**config.mk**
```make
export PLATFORM = sky130hd
export DESIGN_NAME = ecc_fixer
export DESIGN_NICKNAME = d
export VERILOG_FILES = /design/src/rtl/ecc_fixer.sv
export SDC_FILE = /design/constraint.sdc
export NUM_CORES = 1
export LEC_CHECK = 0
export ABC_AREA = 1
export CAP_MARGIN = 15
export CORE_ASPECT_RATIO = 0.6
export CORE_MARGIN = 4
export CORE_UTILIZATION = 51
export DETAILED_ROUTE_END_ITERATION = 10
export PLACE_DENSITY = 0.82
export SYNTH_ARGS = -nofsm -noshare
export SYNTH_HDL_FRONTEND = slang
export SYNTH_SLANG_ARGS = --single-unit
```
**constraint.sdc**
```tcl
create_clock -name clk -period 5.8 [get_ports clk]
set_input_delay 1.16 -clock clk [delete_from_list [all_inputs] [get_ports clk]]
set_output_delay 1.16 -clock clk [all_outputs]
set_load 0.02 [all_outputs]
```
**src/rtl/ecc_fixer.sv**
```systemverilog
module ecc_fixer #(
  parameter int HW = 11
) (
  input  logic          clk,
  input  logic          rst_n,
  input  logic          start,
  input  logic          page512,
  input  logic [2*HW-1:0] calc_lo,
  input  logic [2*HW-1:0] stor_lo,
  input  logic [2*HW-1:0] calc_hi,
  input  logic [2*HW-1:0] stor_hi,
  output logic          done,
  output logic [1:0]    stat_lo,
  output logic [1:0]    stat_hi,
  output logic          page_err,
  output logic          fix_lo_ok,
  output logic [HW-4:0] fix_lo_byte,
  output logic [2:0]    fix_lo_bit,
  output logic          fix_hi_ok,
  output logic [HW-3:0] fix_hi_byte,
  output logic [2:0]    fix_hi_bit,
  input  logic [HW-3:0] rmw_addr,
  input  logic [7:0]    rmw_in,
  output logic [7:0]    rmw_out
);
  localparam int CW = 2 * HW;
  localparam logic [1:0] V_CLEAN = 2'd0, V_CODE = 2'd1, V_FIX = 2'd2, V_BAD = 2'd3;

  function automatic logic [1:0] classify(input logic [CW-1:0] syn, input logic zero);
    int n;
    n = 0;
    for (int i = 0; i < CW; i++) n += int'(syn[i]);
    if (zero || syn == '0)                                      return V_CLEAN;
    if (n == 1)                                                 return V_CODE;
    if (n == HW && (syn[HW-1:0] ^ syn[CW-1:HW]) == {HW{1'b1}})  return V_FIX;
    return V_BAD;
  endfunction

  logic          pend, wide_q, z_lo_q, z_hi_q;
  logic [CW-1:0] syn_lo_q, syn_hi_q;
  logic [1:0]    cls_lo, cls_hi;
  logic          take, hit_lo, hit_hi;

  assign take   = start & ~pend;
  assign cls_lo = classify(syn_lo_q, z_lo_q);
  assign cls_hi = wide_q ? classify(syn_hi_q, z_hi_q) : V_CLEAN;

  always_ff @(posedge clk or negedge rst_n)
    if (!rst_n) begin
      pend     <= 1'b0;
      wide_q   <= 1'b0;
      z_lo_q   <= 1'b0;
      z_hi_q   <= 1'b0;
      syn_lo_q <= '0;
      syn_hi_q <= '0;
    end else begin
      pend <= take;
      if (take) begin
        wide_q   <= page512;
        syn_lo_q <= calc_lo ^ stor_lo;
        syn_hi_q <= calc_hi ^ stor_hi;
        z_lo_q   <= (calc_lo == '0) || (stor_lo == '0);
        z_hi_q   <= (calc_hi == '0) || (stor_hi == '0);
      end
    end

  always_ff @(posedge clk or negedge rst_n)
    if (!rst_n) begin
      done        <= 1'b0;
      stat_lo     <= V_CLEAN;
      stat_hi     <= V_CLEAN;
      page_err    <= 1'b0;
      fix_lo_ok   <= 1'b0;
      fix_hi_ok   <= 1'b0;
      fix_lo_byte <= '0;
      fix_lo_bit  <= '0;
      fix_hi_byte <= '0;
      fix_hi_bit  <= '0;
    end else begin
      done <= pend;
      if (pend) begin
        stat_lo     <= cls_lo;
        stat_hi     <= cls_hi;
        page_err    <= cls_lo[0] | cls_hi[0];
        fix_lo_ok   <= cls_lo == V_FIX;
        fix_hi_ok   <= cls_hi == V_FIX;
        fix_lo_byte <= syn_lo_q[HW-1:3];
        fix_lo_bit  <= syn_lo_q[2:0];
        fix_hi_byte <= {1'b1, syn_hi_q[HW-1:3]};
        fix_hi_bit  <= syn_hi_q[2:0];
      end else if (take) begin
        fix_lo_ok <= 1'b0;
        fix_hi_ok <= 1'b0;
      end
    end

  assign hit_lo  = fix_lo_ok && rmw_addr == {1'b0, fix_lo_byte};
  assign hit_hi  = fix_hi_ok && rmw_addr == fix_hi_byte;
  assign rmw_out = rmw_in ^ (hit_lo ? (8'd1 << fix_lo_bit) : 8'd0)
                          ^ (hit_hi ? (8'd1 << fix_hi_bit) : 8'd0);
endmodule

```
Word-level counts from Yosys, hierarchy flattened
Cells that the tools add are included.
- bits in registers: 79
- bits of input ports: 109
- output and inout port bits: 39
- word-level logic and storage cells: 124
- $add $sub $neg: 42
- equality and inequality tests: 10
- shifts and indexed selects: 2
- multiplexer cells: 30
- bitwise logic cells: 9
- reductions and logical operators: 15
- operators with widths (operator ; count):
    $logic_not A22 Y1 ; 6
    $add A21 B1 Y22 ; 2
    $eq A22 B1 Y1 const B ; 2
    $eq A22 B4 Y1 const B ; 2
    $xor A22 B22 Y22 ; 2
    $add A20 B1 Y21 ; 2
    $add A19 B1 Y20 ; 2
    $add A18 B1 Y19 ; 2
    $add A17 B1 Y18 ; 2
    $add A16 B1 Y17 ; 2
    $add A15 B1 Y16 ; 2
    $add A14 B1 Y15 ; 2
    $add A13 B1 Y14 ; 2
    $add A12 B1 Y13 ; 2
    $mux W2 ; 13
    $add A11 B1 Y12 ; 2
    $add A10 B1 Y11 ; 2
    $eq A11 B11 Y1 const B ; 2
    $xor A11 B11 Y11 ; 2
    $add A9 B1 Y10 ; 2
    $add A8 B1 Y9 ; 2
    $add A7 B1 Y8 ; 2
    $mux W8 ; 2
    $shl A1 B3 Y8 const A ; 2
    17 further kinds ; 45

Logic depth before layout (Yosys ltp)
- word-level depth: 32
- depth in mapped cells: 20
- mapped depth without buffers: 20

Worst setup path before layout
No wires, ideal clock.
- kind: register -> register
- start point: register syn_lo_q[5]
- end point: register page_err
- setup time: 125 ps
- arrival time: 4241 ps
- data required time: 5675 ps
- slack: 1433 ps
- cell stages (with the launch flop): 19
- buffers on the path: 0
- clock period less this slack: 4367 ps
- cells stage by stage: dfrtp_1 > inv_1 > fa_1 > inv_1 > fa_1 > fa_1 > fa_1 > inv_1 > fa_1 > inv_1 > ha_1 > inv_1 > fa_1 > nor3_1 > nand3_1 > nor2_1 > nand4_1 > nand2_1 > nand3_1
- word-level cells in the longest chain between the ends: 26
- RTL lines (item ; line ; text):
    start, declared ; 40 ; logic [CW-1:0] syn_lo_q, syn_hi_q;
    start signal, assigned ; 60 ; syn_lo_q <= calc_lo ^ stor_lo;
    $add A5 B1 Y6 ; 32 ; for (int i = 0; i < CW; i++) n += int'(syn[i]);
    $add A6 B1 Y7 ; 32 ;
    $add A7 B1 Y8 ; 32 ;
    $add A8 B1 Y9 ; 32 ;
    $add A9 B1 Y10 ; 32 ;
    $add A10 B1 Y11 ; 32 ;
    $add A11 B1 Y12 ; 32 ;
    $add A12 B1 Y13 ; 32 ;
    [... 9 more ...] ; -- ;
    $eq A22 B4 Y1 ; 35 ; if (n == HW && (syn[HW-1:0] ^ syn[CW-1:HW]) == {HW{1'b1}}) return V_FIX;
    $logic_and A1 B1 Y1 ; 35 ;
    $mux W1 (2 in a row) ; 35 ;
    $mux W1 ; 34 ; if (n == 1) return V_CODE;
    $mux W2 ; 36 ; return V_BAD;
    $mux W2 ; 35 ;
    $mux W2 (*) ; 34 ;
    $or A1 B1 Y1 (*) ; 84 ; page_err <= cls_lo[0] | cls_hi[0];
    end signal, assigned ; 84 ;
    end, declared ; 15 ; output logic page_err,
Every way passes the cells marked *; elsewhere a longest branch is shown, timed or not. The select of a mux whose other input is x is not followed.
A chain may end at the register's enable or synchronous reset.

Worst setup path in the final report
- start point: register syn_lo_q[9]
- end point: register page_err
- word-level cells in the longest chain between the ends: 22
- RTL lines (item ; line):
    $add A9 B1 Y10 ; 32
    $add A10 B1 Y11 ; 32
    $add A11 B1 Y12 ; 32
    $add A12 B1 Y13 ; 32
    $add A13 B1 Y14 ; 32
    $add A14 B1 Y15 ; 32
    $add A15 B1 Y16 ; 32
    $add A16 B1 Y17 ; 32
    [... 5 more ...] ; --
    $eq A22 B4 Y1 ; 35
    $logic_and A1 B1 Y1 ; 35
    $mux W1 (2 in a row) ; 35
    $mux W1 ; 34
    $mux W2 ; 36
    $mux W2 ; 35
    $mux W2 (*) ; 34
    $or A1 B1 Y1 (*) ; 84
Marks and branches as above.

==> results.py <==
metrics = {
    "timing": {
        "relSlewSlack_pct": 34.0,
        "rsz0062_at_grt": "false",
        "setup_viol": 0,
        "tightest_slew_ns": 0.990,
        "fmax_ghz": 0.207,
        "fin_tns_setup_ns": 0,
        "final_max_slew_viol_count": 0,
        "finalCritPeriodShare_pct": 83.4,
        "clock-skew-final_ns": 0.00565,
        "fin_crit_ns": 4.84,
        "finalHoldViolations": 0,
    },
    "pwr": {
        "combPwrFrac_pct": 62.7,
        "pwr-share-clk_pct": 16.8,
        "leakage_nw": 3.75,
        "power_frac_seq_pct": 20.5,
        "switchingPower_w": 0.00175,
        "swShare_pct": 46.4,
        "ir_drop_v": 0.000307,
        "p_per_area_nw_per_um2": 475,
        "power.internal_w": 0.00203,
    },
    "critical_path": {
        "start_kind": "register",
        "reg2reg_from": "syn_lo_q[9]",
        "critPathArrivalTime_ns": 5.06,
        "r2r_end": "page_err",
        "worst_r2r_path_depth": 17,
        "crit_type": "reg2reg",
        "cp.required_ns": 6.02,
        "reg2reg_setup_slack_ns": 0.96,
        "crit_fanout": 4,
        "cp-endpoint": "page_err",
        "cp-end-kind": "register",
        "crit_path_start": "syn_lo_q[9]",
    },
    "place": {
        "dpl.hpwl_um": 14700,
        "io_buffers": 147,
        "dpl_cell_area_um2": 7640,
        "gp_congestion": 0.984,
    },
    "route": {
        "drtPass1Iterations": 6,
        "drt-total-wl_um": 18100,
        "via_per_inst": 5.20,
        "drc": 0,
        "vias": 5916,
        "wl_per_cell_um": 15.9,
        "drt_iter0_drc": 510,
        "ant_nets": 0,
    },
    "cts": {
        "clockBufferDepth": 2,
        "cts_setup_buffers": 0,
        "cts.htree.levels": 3,
        "cts_tree": "yes",
        "numCtsBuffers": 9,
        "clk_pin_slew_ns": 0.06,
        "postCtsHoldBufs": 0,
        "clock_latency_ns": 0.35,
        "root_buffer": "clkbuf_16",
        "cts_sinks": 79,
        "cts_resized": 0,
    },
    "run_status": {
        "status": "completed",
    },
    "global_route": {
        "antenna_found_initial": 0,
        "grtUsageTotal_pct": 26.7,
        "grt_start_max_net_pins": 80,
        "grt_pass1_vias": 5656,
        "grt_overflow": 0,
        "grt_first_pass_wirelength_um": 28800,
    },
    "die": {
        "dieHeight_um": 92.2,
        "initial_core_util_pct": 52.8,
        "ioPinCount": 148,
        "row_count": 30,
        "core_area_um2": 11400,
        "fp.dieW_um": 148,
        "dieArea_um2": 13700,
    },
    "final_layout": {
        "final_layout_size_suffix_gt1_share_pct": 3.58,
        "stdcell_area_um2": 7970,
        "nFillCells": 988,
        "area_delta_synth_final_pct": 32.2,
        "antenna_cells": 0,
        "multi_input_area_um2": 3480,
        "seqCellArea_um2": 1980,
        "final_nets": 1127,
    },
    "worst_hold_path": {
        "hold_path_class": "reg2reg",
    },
    "logic_synthesis": {
        "synthCells": 829,
        "yosysSeqAreaShare_pct": 32.8,
        "synth_area_um2": 6030,
        "yosysUniqueCellTypes": 31,
        "yosys_warnings": 0,
        "syn_area_per_cell_um2": 7.27,
        "synth_seq_cells": 79,
        "synthesis.nets": 984,
    },
    "run": {
        "drv_cap": 0,
    },
}
-- kinds of logic (layout without fill, tap and decap cells) --
group / after synthesis / count (layout) / share of synthesized area [%]
and+or+nand+nor: 428 / 428 / 30.6
buffers and inverters: 150 / 298 / 9.51
AOI/OAI and AO/OA: 75 / 75 / 6.35
DFF: 79 / 79 / 32.8
xor gates and xnor gates: 51 / 51 / 7.41
adders and majority gates: 46 / 46 / 13.3
-- layer usage --
| layer | global-route usage, % | vias to the layer above | wire length, µm |
|---|---|---|---|
| li1 | - | 2887 | - |
| met5 | 0 | - | 0 |
| met2 | 37.9 | 309 | 7220 |
| met3 | 7.16 | 31 | 1960 |
| met4 | 6.23 | 0 | 242 |
| met1 | 40.6 | 2689 | 8640 |
-- power by group through the flow --
stage	clock network, W	registers (W)	logic (W)
global route	0.000662	0.000791	0.00272
floorplan	0	0.000785	0.00166
CTS	0.000637	0.000772	0.00237
detailed placement	0	0.000781	0.00234
finish	0.000636	0.000778	0.00237
global placement	0	0.000779	0.00225
-- critical path: stages, from the launching register on --
cell and delay [ns]:
dfrtp_1 0.49, inv_1 0.13, fa_1 0.50, inv_1 0.06, fa_1 0.42, fa_1 0.52
inv_1 0.07, fa_1 0.54, inv_1 0.06, fa_1 0.58, inv_1 0.07, fa_1 0.49
nor3_1 0.30, nand3_1 0.11, nor2_1 0.13, nand4_1 0.10, nand2_1 0.10, nand3_1 0.06
-- area by class of cell --
type,instances,share of cell area [%]
inverter,133,6.26
multi-input combinational,600,43.6
clock inverter,5,1.00
timing repair buffer,149,18.6
sequential,79,24.8
tap,160,2.51
clock buffer,11,3.17
-- state kept, by name, indices dropped and copies added (netlist names), 2 cells and up --
register	count
fix_hi_bit	3
fix_hi_byte	9
fix_lo_bit	3
fix_lo_byte	8
stat_hi	2
stat_lo	2
syn_hi_q	22
syn_lo_q	22
-- worst min path at each step --
stage                          start    endpoint  slack [ns]  depth (start not counted)
after global routing      stat_hi[0]  stat_hi[0]        0.53                          2
after detailed placement      z_hi_q      z_hi_q        0.47                          2
after CTS                 stat_hi[0]  stat_hi[0]        0.50                          2
final                     stat_hi[0]  stat_hi[0]        0.50                          2
after floorplan                 pend        done        0.37                          0
after global placement        z_hi_q      z_hi_q        0.46                          2
-- synthesized netlist by cell type --
master,number,share of area [%]
nand3_1,40,3.3
dfrtp_1,79,33
fa_1,30,10
nor4_1,13,1.3
inv_1,127,7.9
buf_6,1,0.19
nor2_1,84,5.2
clkinv_1,1,0.062
o21bai_1,1,0.12
nor2_4,1,0.19
nand3b_1,2,0.25
nor3_1,14,1.2
nor3b_1,6,0.75
or2_2,4,0.42
o211ai_1,2,0.25
nand2_2,1,0.10
inv_2,5,0.31
ha_1,16,3.3
a21oi_1,3,0.25
xnor2_1,45,6.5
and3_1,2,0.21
o21ai_0,69,5.7
buf_1,1,0.062
nand4_1,23,2.4
and2_1,1,0.10
xor2_1,6,0.87
nand2_1,232,14
nand4_2,2,0.42
nor2_2,3,0.31
clkbuf_1,13,0.81
buf_2,2,0.17
-- per-stage QoR --
step           hold slack [ns]  std cells  setup slack [ns]  total power (W)  utilization (%)
6_report                 0.500       1137             0.964          0.00379             69.8
5_1_grt                  0.527       1137             0.827          0.00417             69.8
4_1_cts                  0.496       1137              1.03          0.00378             69.8
3_5_place_dp             0.472       1121              1.04          0.00313             66.9
3_3_place_gp             0.465       1121              1.10          0.00303             66.9
2_1_floorplan            0.373        829              1.43          0.00244                -
-- layout by cell type (no fill, tap or decap), types with 4 or more instances in the layout --
cell / count
or2_2: 4
nand2_1: 232
nor3b_1: 6
nor3_1: 14
nor4_1: 13
clkbuf_16: 9
nor2_1: 84
clkdlybuf4s50_1: 146
inv_1: 127
ha_1: 16
nand4_1: 23
xnor2_1: 45
fa_1: 30
dfrtp_1: 79
xor2_1: 6
o21ai_0: 69
inv_2: 5
nand3_1: 40
Note: power is estimated with default switching activity, not from simulation.
